## config.mk

```make
export PLATFORM = sky130hd
export DESIGN_NAME = plock_xfer_ctrl
export DESIGN_NICKNAME = d
export VERILOG_FILES = /design/src/rtl/plock_pkg.sv /design/src/rtl/plock_req_decode.sv /design/src/rtl/plock_out_decode.sv /design/src/rtl/plock_xfer_ctrl.sv
export SDC_FILE = /design/constraint.sdc
export NUM_CORES = 1
export LEC_CHECK = 0
export ABC_CLOCK_PERIOD_IN_PS = 4300
export BUFFER_PORTS_ARGS = -buffer_cell sky130_fd_sc_hd__buf_2
export CORE_UTILIZATION = 53
export DETAILED_ROUTE_END_ITERATION = 8
export GPL_ROUTABILITY_DRIVEN = 0
export PLACE_DENSITY = 0.82
export SLEW_MARGIN = 20
export SYNTH_ARGS = -nofsm -noshare
export SYNTH_HDL_FRONTEND = slang
export SYNTH_HIERARCHICAL = 1
export SYNTH_SLANG_ARGS = --single-unit
```

## constraint.sdc

```tcl
create_clock -name clk -period 4.3 [get_ports clk]
set_input_delay 0.645 -clock clk [delete_from_list [all_inputs] [get_ports clk]]
set_output_delay 0.645 -clock clk [all_outputs]
set_load 0.03 [all_outputs]
```

## src/rtl/plock_pkg.sv

```systemverilog
package plock_pkg;

    typedef enum logic [1:0] {
        PH_IDLE = 2'd0,
        PH_ADDR = 2'd1,
        PH_DATA = 2'd2,
        PH_HELD = 2'd3
    } phase_e;

    localparam logic [2:0] KIND_SINGLE = 3'd0;
    localparam logic [2:0] KIND_DESC   = 3'd1;
    localparam logic [2:0] KIND_FILL   = 3'd2;
    localparam logic [2:0] KIND_FPRD   = 3'd3;
    localparam logic [2:0] KIND_FPWR   = 3'd4;
    localparam logic [2:0] KIND_PREF   = 3'd5;

    localparam int WIDE_BYTES = 8;

endpackage

```

## src/rtl/plock_req_decode.sv

```systemverilog
module plock_req_decode
    import plock_pkg::*;
#(
    parameter int LINE_BYTES = 16,
    parameter int BEAT_BYTES = 4,
    parameter int CNT_W      = 2,
    parameter int OFF_W      = 4
) (
    input  logic [2:0]       kind,
    input  logic [OFF_W-1:0] off,
    output logic [CNT_W-1:0] last_idx,
    output logic             locked,
    output logic             yields,
    output logic             fp_write,
    output logic             bad
);
    localparam int WIDE_BEATS = WIDE_BYTES / BEAT_BYTES;
    localparam int LINE_BEATS = LINE_BYTES / BEAT_BYTES;

    logic wide_bad;
    logic line_bad;

    // 64-bit operand: 8-byte aligned and wholly inside one line
    always_comb begin
        wide_bad = ((int'(off) % WIDE_BYTES) != 0) || ((int'(off) + WIDE_BYTES) > LINE_BYTES);
        line_bad = (off != '0);
    end

    always_comb begin
        last_idx = '0;
        locked   = 1'b0;
        yields   = 1'b0;
        fp_write = 1'b0;
        bad      = 1'b0;
        unique case (kind)
            KIND_SINGLE: ;
            KIND_DESC, KIND_FPRD: begin
                last_idx = CNT_W'(WIDE_BEATS - 1);
                locked   = 1'b1;
                bad      = wide_bad;
            end
            KIND_FPWR: begin
                last_idx = CNT_W'(WIDE_BEATS - 1);
                locked   = 1'b1;
                fp_write = 1'b1;
                bad      = wide_bad;
            end
            KIND_FILL: begin
                last_idx = CNT_W'(LINE_BEATS - 1);
                locked   = 1'b1;
                bad      = line_bad;
            end
            KIND_PREF: begin
                last_idx = CNT_W'(LINE_BEATS - 1);
                locked   = 1'b1;
                yields   = 1'b1;
                bad      = line_bad;
            end
            default: bad = 1'b1;
        endcase
    end
endmodule

```

## src/rtl/plock_out_decode.sv

```systemverilog
module plock_out_decode
    import plock_pkg::*;
#(
    parameter int CNT_W = 2
) (
    input  phase_e           ph,
    input  logic [CNT_W-1:0] cnt,
    input  logic [CNT_W-1:0] last_idx,
    input  logic             locked,
    input  logic             fp_write,
    input  logic             resume,
    output logic             cyc_start,
    output logic             lock_n,
    output logic             lock_oe,
    output logic             last_n,
    output logic             hlda
);
    logic in_cycle;
    logic on_last;
    logic lock_on;

    always_comb begin
        in_cycle  = (ph == PH_ADDR) || (ph == PH_DATA);
        on_last   = (cnt == last_idx);
        // a suspended prefetch still owns the lock logically, but the pin floats
        lock_on   = locked && !on_last && (in_cycle || ((ph == PH_HELD) && resume));
        hlda      = (ph == PH_HELD);
        lock_oe   = !hlda;
        lock_n    = !(lock_on && lock_oe);
        last_n    = !(in_cycle && (on_last || (fp_write && (cnt == '0))));
        cyc_start = (ph == PH_ADDR);
    end
endmodule

```

## src/rtl/plock_xfer_ctrl.sv

```systemverilog
module plock_xfer_ctrl
    import plock_pkg::*;
#(
    parameter int LINE_BYTES = 16,
    parameter int BEAT_BYTES = 4
) (
    input  logic                            clk,
    input  logic                            rst_n,
    input  logic                            req_valid,
    input  logic [2:0]                      req_kind,
    input  logic [$clog2(LINE_BYTES)-1:0]   req_off,
    input  logic                            rdy,
    input  logic                            hold,
    output logic                            req_accept,
    output logic                            req_err,
    output logic                            cyc_start,
    output logic [$clog2(LINE_BYTES/BEAT_BYTES)-1:0] cyc_num,
    output logic                            lock_n,
    output logic                            lock_oe,
    output logic                            last_n,
    output logic                            hlda
);
    localparam int OFF_W      = $clog2(LINE_BYTES);
    localparam int LINE_BEATS = LINE_BYTES / BEAT_BYTES;
    localparam int CNT_W      = $clog2(LINE_BEATS);

    typedef struct packed {
        phase_e           ph;
        logic [CNT_W-1:0] cnt;
        logic [CNT_W-1:0] last_idx;
        logic             locked;
        logic             yields;
        logic             fp_write;
        logic             resume;
    } ctl_t;

    ctl_t ctl_d, ctl_q;

    logic [CNT_W-1:0] dec_last;
    logic             dec_locked;
    logic             dec_yields;
    logic             dec_fpw;
    logic             dec_bad;

    plock_req_decode #(
        .LINE_BYTES (LINE_BYTES),
        .BEAT_BYTES (BEAT_BYTES),
        .CNT_W      (CNT_W),
        .OFF_W      (OFF_W)
    ) u_dec (
        .kind     (req_kind),
        .off      (req_off),
        .last_idx (dec_last),
        .locked   (dec_locked),
        .yields   (dec_yields),
        .fp_write (dec_fpw),
        .bad      (dec_bad)
    );

    always_comb begin
        ctl_d      = ctl_q;
        req_accept = 1'b0;
        req_err    = 1'b0;
        unique case (ctl_q.ph)
            PH_IDLE: begin
                if (hold) begin
                    ctl_d.ph     = PH_HELD;
                    ctl_d.resume = 1'b0;
                end else if (req_valid) begin
                    if (dec_bad) begin
                        req_err = 1'b1;
                    end else begin
                        req_accept     = 1'b1;
                        ctl_d.ph       = PH_ADDR;
                        ctl_d.cnt      = '0;
                        ctl_d.last_idx = dec_last;
                        ctl_d.locked   = dec_locked;
                        ctl_d.yields   = dec_yields;
                        ctl_d.fp_write = dec_fpw;
                        ctl_d.resume   = 1'b0;
                    end
                end
            end
            PH_ADDR: begin
                // ready is not looked at in the address clock
                ctl_d.ph = PH_DATA;
            end
            PH_DATA: begin
                if (rdy) begin
                    if (ctl_q.cnt == ctl_q.last_idx) begin
                        ctl_d.ph     = hold ? PH_HELD : PH_IDLE;
                        ctl_d.resume = 1'b0;
                    end else begin
                        ctl_d.cnt = ctl_q.cnt + CNT_W'(1);
                        if (ctl_q.yields && hold) begin
                            ctl_d.ph     = PH_HELD;
                            ctl_d.resume = 1'b1;
                        end else begin
                            ctl_d.ph = PH_ADDR;
                        end
                    end
                end
            end
            PH_HELD: begin
                if (!hold) begin
                    ctl_d.ph = ctl_q.resume ? PH_ADDR : PH_IDLE;
                end
            end
            default: ctl_d.ph = PH_IDLE;
        endcase
    end

    always_ff @(posedge clk or negedge rst_n) begin
        if (!rst_n) begin
            ctl_q <= '0;
        end else begin
            ctl_q <= ctl_d;
        end
    end

    plock_out_decode #(
        .CNT_W (CNT_W)
    ) u_out (
        .ph        (ctl_q.ph),
        .cnt       (ctl_q.cnt),
        .last_idx  (ctl_q.last_idx),
        .locked    (ctl_q.locked),
        .fp_write  (ctl_q.fp_write),
        .resume    (ctl_q.resume),
        .cyc_start (cyc_start),
        .lock_n    (lock_n),
        .lock_oe   (lock_oe),
        .last_n    (last_n),
        .hlda      (hlda)
    );

    assign cyc_num = ctl_q.cnt;

endmodule

```

-- After elaboration in Yosys (flattened, before gate mapping)
Index checks and enable logic that the tools add are counted.
- output and inout bits: 9
- bits in registers: 10
- bits of input ports: 12
- logic and storage cells: 89
- $add $sub $neg: 2
- bitwise gates (word level): 2
- order comparisons: 1
- muxes and demuxes: 31
- reduce and logical (&&, ||, !) cells: 28
- equality and inequality tests: 18
- operator list (kind ; count):
    > comparator 32 x 6 -> 1 bit (second input constant) ; 1
    nonzero test 32 bit ; 1
    2-to-1 mux 10 bit ; 2
    2-to-1 mux 1 bit ; 16
    2-to-1 mux 2 bit ; 6
    inequality test 2 bit (second input constant) ; 6
    one-hot mux 2 bit (2 select lines) ; 2
    one-hot mux 2 bit (4 select lines) ; 1
    AND reduction 4 bit ; 2
    logical AND 1 bit ; 7
    2-to-1 mux 7 bit ; 1
    == test 3 x 2 -> 1 bit (second input constant) ; 2
    == test 3 bit (second input constant) ; 2
    inequality test 3 bit (second input constant) ; 2
    AND reduction 6 bit ; 1
    adder 4 x 4 -> 5 bit (second input constant) ; 1
    AND reduction 5 bit ; 1
    OR reduction 5 bit ; 1
    == test 2 bit (second input constant) ; 2
    logical NOT 1 bit ; 4
    logical NOT 2 bit ; 2
    logical OR 1 bit ; 4
    2-to-1 mux 4 bit ; 1
    nonzero test 4 bit ; 1
    12 further kinds ; 13

-- Longest topological paths before layout
Gate-level depths: netlist of run 1.
- depth after elaboration: 8
- depth in mapped cells: 8

-- Cells and area by module
The synthesis of run 1 kept the hierarchy.
- by module, submodules not included (module ; times used ; area each (µm²) ; cells an instance):
    plock_xfer_ctrl ; 1 ; 550.5 ; 50
    plock_req_decode ; 1 ; 80.1 ; 12
    plock_out_decode ; 1 ; 77.6 ; 12

-- Least setup slack after synthesis of run 1
No wires, ideal clock.
- path kind: input to output
- start point: input req_off[1]
- end point: output req_accept
- required time: 3655 ps
- stages: 6
- buffers on the path: 1
- path slack: 2015 ps
- arrival: 1640 ps
- path through: or3_1 a211oi_2 nor3_1 inv_1 and2_1 buf_6
- word-level cells in the longest chain between the ends: 8
- elaborated cells between the ends (all ways): 10
- those cells by class: add/sub: 1; order compare: 1; mux: 5; reduce/logical: 3
- ends and longest elaborated chain (element ; RTL line ; text):
    from (decl) ; plock_xfer_ctrl.sv:11 ; input logic [$clog2(LINE_BYTES)-1:0] req_off,
    adder 4 x 4 -> 5 bit ; plock_req_decode.sv:25 ; wide_bad = ((int'(off) % WIDE_BYTES) != 0) || ((int'(off) + WIDE_BYTES) > LINE_BYTES);
    > comparator 32 x 6 -> 1 bit ; plock_req_decode.sv:25 ;
    logical OR 1 bit ; plock_req_decode.sv:25 ;
    one-hot mux 1 bit (3 select lines) * ; plock_req_decode.sv:35 ; unique case (kind)
    net dec_bad ; plock_xfer_ctrl.sv:43 ; logic dec_bad;
    2-to-1 mux 1 bit * ; plock_xfer_ctrl.sv:70 ; if (dec_bad) begin
    2-to-1 mux 1 bit * ; plock_xfer_ctrl.sv:69 ; end else if (req_valid) begin
    2-to-1 mux 1 bit * ; plock_xfer_ctrl.sv:66 ; if (hold) begin
    2-to-1 mux 1 bit * ; plock_xfer_ctrl.sv:64 ; unique case (ctl_q.ph)
    to (decl) ; plock_xfer_ctrl.sv:14 ; output logic req_accept,
The timed path passes the listed nets; every way through them passes the cells marked *.

-- Final worst setup path of run 1
Ends and elaborated chain as after synthesis.

==> results of run 1 <==
## power groups by stage
stage,sequential (mW),clock (mW),combinational (mW)
6_report,0.189,0.0838,0.299
5_1_grt,0.194,0.0911,0.325
4_1_cts,0.188,0.0870,0.300
3_5_place_dp,0.191,0,0.297
3_3_place_gp,0.190,0,0.294
2_1_floorplan,0.172,0,0.260
## cells by family (layout without fill, tap and decap cells)
group | after synthesis | count (layout) | share of synthesized area [%]
flip-flops | 10 | 10 | 35.3
adder cells (fa/ha/maj) | 2 | 2 | 3.53
AND/OR/NAND/NOR | 28 | 28 | 24.0
buffers and inverters | 9 | 29 | 7.95
AO/OA/AOI/OAI | 16 | 16 | 16.3
multiplexers | 5 | 5 | 7.95
XOR/XNOR | 4 | 4 | 4.95
## flip-flops by register name, indices dropped and copies added (netlist names)
signal,count
cyc_num,2
ctl_q,8
## critical path, cell delays in order
cell	delay (ns)
buf_2	0.09
or3_1	0.39
a211oi_2	0.20
nor3_1	0.08
inv_1	0.08
and2_1	0.30
buf_2	0.26
## layer usage
| layer | up-vias | share of wire (%) |
|---|---|---|
| met2 | 16 | 49 |
| met1 | 289 | 48 |
| met5 | - | 0 |
| met4 | 0 | 0 |
| li1 | 305 | - |
| met3 | 0 | 3.4 |
## through the flow
stage	power (mW)	hold slack [ns]	cells	util [%]
after global placement	0.483	0.500	104	67.3
after floorplan	0.433	0.349	74	-
after global routing	0.609	0.234	108	70.4
after detailed placement	0.487	0.495	104	67.3
after CTS	0.575	0.228	108	70.4
final	0.572	0.233	108	70.4
## cell usage in the layout (no fill, tap or decap), types with 2 or more instances in the layout
master,synthesis,final
nor3b_1,3,3
xnor2_1,2,2
o21ai_0,3,3
nor3_1,6,6
o211ai_1,2,2
nand2_1,3,3
xor2_1,2,2
and3b_1,2,2
nor2_1,4,4
dfrtp_1,10,10
nor2b_1,2,2
a21oi_1,4,4
buf_2,0,20
mux2_2,5,5
inv_1,5,5
clkbuf_4,0,3
ha_1,2,2
## area by class of cell
cell class | count | area [um2]
Clock buffer | 4 | 36.3
Tap cell | 14 | 17.5
Timing Repair Buffer | 20 | 100
Inverter | 5 | 18.8
Multi-Input combinational cell | 55 | 402
Sequential cell | 10 | 250
Fill cell | 100 | 347
## worst paths after layout
path	startpoint	end	slack, ns	cells after the start
worst max-delay path	req_off[1]	req_accept	1.60	7
worst min-delay path	rst_n	ctl_q[0]	0.23	1
worst max register to register	ctl_q[8]	cyc_num[1]	2.51	4
worst min register to register	ctl_q[3]	ctl_q[3]	0.51	1
max in group asynchronous	rst_n	ctl_q[3]	3.87	1
min in group clk	ctl_q[3]	ctl_q[3]	0.51	1
## synth_stat cells, drive strengths merged
master  instances  share of area, %
or3             1              0.88
o211ai          2               2.1
buf             4               5.3
nor2            4               2.1
nor4b           1               2.1
a21oi           4               2.8
o21a            1               1.1
xnor2           2               2.5
mux2            5               7.9
and3b           2               2.5
a211oi          1               1.8
nor3b           3               3.2
and2b           1               1.1
nor3            6               4.2
ha              2               3.5
or2             1              0.88
o41a            1               1.6
nor2b           2               1.8
nand2           3               1.6
nand3           1              0.71
o31ai           1               1.1
and2            2               1.9
dfrtp          10                35
inv             5               2.7
a21o            1               1.1
xor2            2               2.5
nand3b          1               1.1
o21ai           3               2.1
a311o           1               1.4
a311oi          1               1.2
==> results.ini, run 1 <==
[run_status]
status = complete, no violations

[grt]
antenna_found_initial = 0
grt_pass1_wl_um = 2210
met1_usage_pct = 28.1
grtUsageMet3_pct = 3.49
grt_max_degree = 12
grt-ovfl-total = 0
gr-max-usage-layer = met2
grt_pass1_vias = 535
global_route.usage.met2_pct = 37.5
grt_usage_pct = 21.7

[cts]
post-cts-setup-buffer-count = 0
cts_buffers = 3
worstSkewPairLatency_ns = 0.26
path_clk_slew_ns = 0.07
cts_sinks = 10
tritoncts = built
cts.root.buffer_cell = clkbuf_4
clockBufferDepth = 2
hold_buffers = 0
post_cts_resized = 0
cts_htree_levels = 1

[power_and_ir_drop]
p_comb_share_pct = 52.3
p_sw_mw = 0.267
p_leak_nw = 0.390
pwr-share-seq_pct = 33.0
peakVddDrop_mv = 0.387
clockPowerShare_pct = 14.7
power.density_mw_per_mm2 = 694
switching_share_pct = 46.6
intPower_mw = 0.305

[worst_hold_path]
worstHoldPathType = input pin to asynchronous set/reset pin

[sta]
worst_slack_ns = 1.60
period_needed_ns = 2.70
tns_ns = 0
rsz0062_at_grt = no
finalHoldViolCount = 0
maxSlewHeadroom_pct = 73.6
fin_crit_sh_pct = 62.8
fin_worst_skew_ns = 0.00271
finalSetupViolations = 0
slew_violations = 0
worstMarginPinSlew_ns = 0.392
fmax_mhz = 370

[place]
hpwl_um = 1080
post_dp_cell_area_um2 = 788
io_buffers = 20
pre_cts_slack_ns = 1.60

[synthesis]
yosys_register_bits = 10
ys_types = 32
syn_nets = 88
synthCells = 74
syn-mean-instance-area_um2 = 9.57
ys.warnings.count = 6
syn_area_um2 = 708
seq_area_frac_synth_pct = 35.3

[floorplanning]
fp.dieH_um = 38.6
die_area_mm2 = 0.00149
rows = 12
core_area_mm2 = 0.00117
io_pins = 21
start_util_pct = 60.5
die_w_um = 38.6

[job]
drv_cap = 0

[critical_path]
critPathKind = input pin to output pin
startpoint_type = input pin
worst-path-max-fanout = 8
crit_required_ns = 3.65
endpoint_kind = output pin
critPathArrivalTime_ns = 2.06

[drt]
drt-initial-drc-count = 10
route.detailed.drc = 0
wire_per_inst_um = 12.7
postRouteAntennaNets = 0
vias_per_cell = 5.65
wl_um = 1380
drt_pre_antenna_iters = 4
vias = 610

[layout]
antenna_cells = 0
nNetsFinal = 109
fin_area_um2 = 825
drive_gt1_share_pct = 34.0
areaGrowthSynthToFinish_pct = 16.4

Note: power is estimated with default switching activity, not from simulation.
==> run 2, diff against run 1 <==
--- a/config.mk
+++ b/config.mk
@@ -5,12 +5,13 @@
 export SDC_FILE = /design/constraint.sdc
 export NUM_CORES = 1
 export LEC_CHECK = 0
-export ABC_CLOCK_PERIOD_IN_PS = 4300
+export ABC_AREA = 1
+export ABC_CLOCK_PERIOD_IN_PS = 2600
 export BUFFER_PORTS_ARGS = -buffer_cell sky130_fd_sc_hd__buf_2
-export CORE_UTILIZATION = 53
+export CORE_UTILIZATION = 51
 export DETAILED_ROUTE_END_ITERATION = 8
 export GPL_ROUTABILITY_DRIVEN = 0
-export PLACE_DENSITY = 0.82
+export PLACE_DENSITY = 0.77
 export SLEW_MARGIN = 20
 export SYNTH_ARGS = -nofsm -noshare
 export SYNTH_HDL_FRONTEND = slang
==> constraint.sdc (replaced) <==
create_clock -name clk -period 2.6 [get_ports clk]
set_input_delay 0.39 -clock clk [delete_from_list [all_inputs] [get_ports clk]]
set_output_delay 0.39 -clock clk [all_outputs]
set_load 0.03 [all_outputs]
==> results.ini, run 2 <==
[cts]
tritoncts = built  ; unchanged
cts.root.buffer_cell = clkbuf_4  ; unchanged
cts_htree_levels = 1  ; unchanged
cts_buffers = 3  ; unchanged
clockBufferDepth = 2  ; unchanged
cts_sinks = 10  ; unchanged
path_clk_slew_ns = 0.07  ; about the same
worstSkewPairLatency_ns = 0.27  ; was 0.26 ns

[drt]
wl_um = 1690  ; was 1380 um
vias_per_cell = 4.85  ; was 5.65
drt-initial-drc-count = 27  ; was 10
postRouteAntennaNets = 0  ; unchanged
wire_per_inst_um = 9.63  ; was 12.7 um
vias = 849  ; was 610
route.detailed.drc = 0  ; unchanged
drt_pre_antenna_iters = 4  ; unchanged

[synthesis]
seq_area_frac_synth_pct = 29.5  ; was 35.3%
yosysTopAreaCell = dfrtp_1  ; unchanged
synth_edf_count = 0  ; unchanged
synth_area_leaders = dfrtp_1 30%, nand2_1 20%, inv_1 12%  ; was dfrtp_1 35%, mux2_2 8.0%, nor3_1 4.2%
synth.top_cell.area_share_pct = 29.5  ; was 35.3%
yosys_register_bits = 10  ; unchanged
syn_area_um2 = 847  ; was 708 um2
synthCells = 137  ; was 74
syn-mean-instance-area_um2 = 6.18  ; was 9.57 um2
synth_ff_type = dfrtp_1  ; unchanged
ys_types = 20  ; was 32
synth_common_cells = 45 x nand2_1, 27 x inv_1, 14 x nor2_1, 10 x dfrtp_1, 10 x nand3_1  ; was 10 x dfrtp_1, 6 x nor3_1, 5 x inv_1, 5 x mux2_2
ys.warnings.count = 6  ; unchanged
synthArstFlopShare_pct = 100  ; unchanged
yosysMostFrequentCell = nand2_1  ; was dfrtp_1
syn_nets = 151  ; was 88

[job]
drv_cap = 0  ; unchanged

[critical_path]
cp_slowest_cell = dfrtp_1  ; was or3_1
critPathArrivalTime_ns = 1.58  ; was 2.06 ns
startpoint = ctl_q[9]  ; was req_off[1]
slowest_delay_ns = 0.56  ; was 0.39 ns
critPathKind = flop to output pin  ; was input pin to output pin
cp_cell_sequence = inv_1 -> ha_1 -> nor2_1 -> nand3_1 -> buf_2  ; was buf_2 -> or3_1 -> a211oi_2 -> nor3_1 -> inv_1 -> and2_1 -> buf_2
worst-path-max-fanout = 8  ; unchanged
cp_top_family = flip-flops  ; was simple AND/OR/NAND/NOR gates
startpoint_type = flop  ; was input pin
path_buf_inv = 2  ; was 3
rrSetupSlack_ns = 1.36  ; was 2.51 ns
crit_required_ns = 2.21  ; was 3.65 ns
r2r_start = ctl_q[9]  ; was ctl_q[8]
endpoint_kind = output pin  ; unchanged

[sta]
slew_violations = 0  ; unchanged
rsz0062_at_grt = no  ; unchanged
finalSetupViolations = 0  ; unchanged
worstMarginPinSlew_ns = 0.357  ; was 0.392 ns
period_needed_ns = 1.97
fin_worst_skew_ns = 0.0111  ; was 0.00271 ns
maxSlewHeadroom_pct = 76.2  ; was 73.6%
tns_ns = 0  ; unchanged
fmax_mhz = 507
finalHoldViolCount = 0  ; unchanged
fin_crit_sh_pct = 75.9
worst_slack_ns = 0.627  ; was 1.60 ns

[power_and_ir_drop]
p_leak_nw = 0.626  ; was 0.390 nW
p_total_mw = 0.991  ; was 0.572 mW
peakVddDrop_mv = 0.486  ; was 0.387 mV
power.density_mw_per_mm2 = 1010  ; was 694 mW/mm2

[layout]
fin_cells = 175  ; was 108
antenna_cells = 0  ; unchanged
fillers = 144  ; was 100
largest_reg_flops = 8  ; unchanged
fin_area_um2 = 985  ; was 825 um2
drive_gt1_share_pct = 25.8  ; was 34.0%
areaGrowthSynthToFinish_pct = 16.2  ; was 16.4%
final_common_cell = nand2_1  ; was buf_2
nNetsFinal = 175  ; was 109
regMostFlops = ctl_q  ; unchanged
layout_common_cells = 45 x nand2_1, 27 x inv_1, 20 x buf_2  ; was 20 x buf_2, 10 x dfrtp_1, 6 x nor3_1

[place]
place_inst = 171  ; was 104
hpwl_um = 1370  ; was 1080 um
io_buffers = 20  ; unchanged
post_dp_cell_area_um2 = 952  ; was 788 um2
pre_cts_slack_ns = 0.732  ; was 1.60 ns

[floorplanning]
core_area_mm2 = 0.00152  ; was 0.00117 mm2
die_w_um = 42.8  ; was 38.6 um
die_area_mm2 = 0.00183  ; was 0.00149 mm2
rows = 14  ; was 12
start_util_pct = 55.6  ; was 60.5%
fp.dieH_um = 42.8  ; was 38.6 um
io_pins = 21  ; unchanged

[grt]
grt_pass1_wl_um = 3070  ; was 2210 um
grt_usage_pct = 22.6  ; was 21.7%
grt_pass1_vias = 766  ; was 535
grt_max_degree = 11  ; was 12
grt-ovfl-total = 0  ; unchanged
antenna_found_initial = 0  ; unchanged

[run_status]
status = complete, no violations  ; unchanged

[worst_hold_path]
hp-start = hold
worstHoldPathType = input pin to flop  ; was input pin to asynchronous set/reset pin

run 2: changes by cell type in the layout (fill, tap and decap cells not counted), moves of 4 or more:
cell / previous run / this run
nand2_2: 0 / 7
mux2_2: 5 / 0
nor3_1: 6 / 0
nand3_1: 1 / 10
inv_1: 5 / 27
a21oi_1: 4 / 0
nand2_1: 3 / 45
nor2_1: 4 / 14
run 2: path summary, 6_finish.rpt:
check | end | cells past startpoint
max reg2reg | ctl_q[9] | 6
max in group asynchronous | ctl_q[5] | 2
min | ctl_q[8] | 3
min in group asynchronous | cyc_num[1] | 2
max | lock_n | 5
min reg2reg | ctl_q[3] | 2
run 2: stage by stage:
| step | utilization, % | hold WS, ns |
|---|---|---|
| floorplan | - | 0.0944 |
| global placement | 62.5 | 0.267 |
| detailed placement | 62.5 | 0.269 |
| CTS | 64.6 | 0.403 |
| global route | 64.6 | 0.434 |
| finish | 64.6 | 0.417 |
run 2: metal layers:
metal  global-route usage [%]  share of wire [%]  vias up
li1                         -                  -      452
met1                     29.5                 48      371
met2                     34.8                 46       24
met3                     5.11                4.3        2
met4                     11.3                1.2        0
met5                        0                  0        -
run 2: logic make-up after synthesis:
kind of cell | after synthesis | share of synthesized area [%]
AO/OA/AOI/OAI | 8 | 5.17
XOR/XNOR | 1 | 1.03
adder cells (fa/ha/maj) | 2 | 2.95
buffers and inverters | 32 | 15.4
flip-flops | 10 | 29.5
AND/OR/NAND/NOR | 84 | 45.9
run 2: power by group:
part | total, mW | switching (mW) | internal, mW
Clock | 0.105 | 0.0519 | 0.0533
Combinational | 0.571 | 0.371 | 0.200
Sequential | 0.315 | 0.0944 | 0.220
run 2: area by class of cell:
| cell class | instances | area, um2 | area share [%] |
|---|---|---|---|
| Clock buffer | 3 | 22.5 | 2.29 |
| Timing Repair Buffer | 21 | 110 | 11.2 |
| Sequential cell | 10 | 250 | 25.4 |
| Tap cell | 16 | 20.0 | 2.03 |
| Inverter | 30 | 115 | 11.7 |
| Multi-Input combinational cell | 95 | 467 | 47.4 |
run 2: worst reg2reg max path: cells and delay by family (launching register included):
kind | cells | cell delay, ns
flip-flops | 1 | 0.51
AND/OR/NAND/NOR | 6 | 0.64
run 2: what timing repair did:
action	4_1_cts	5_1_grt
hold buffers	1	0
buffers inserted	0	0
hold endpoints to repair	10	0
gates resized for setup	0	0
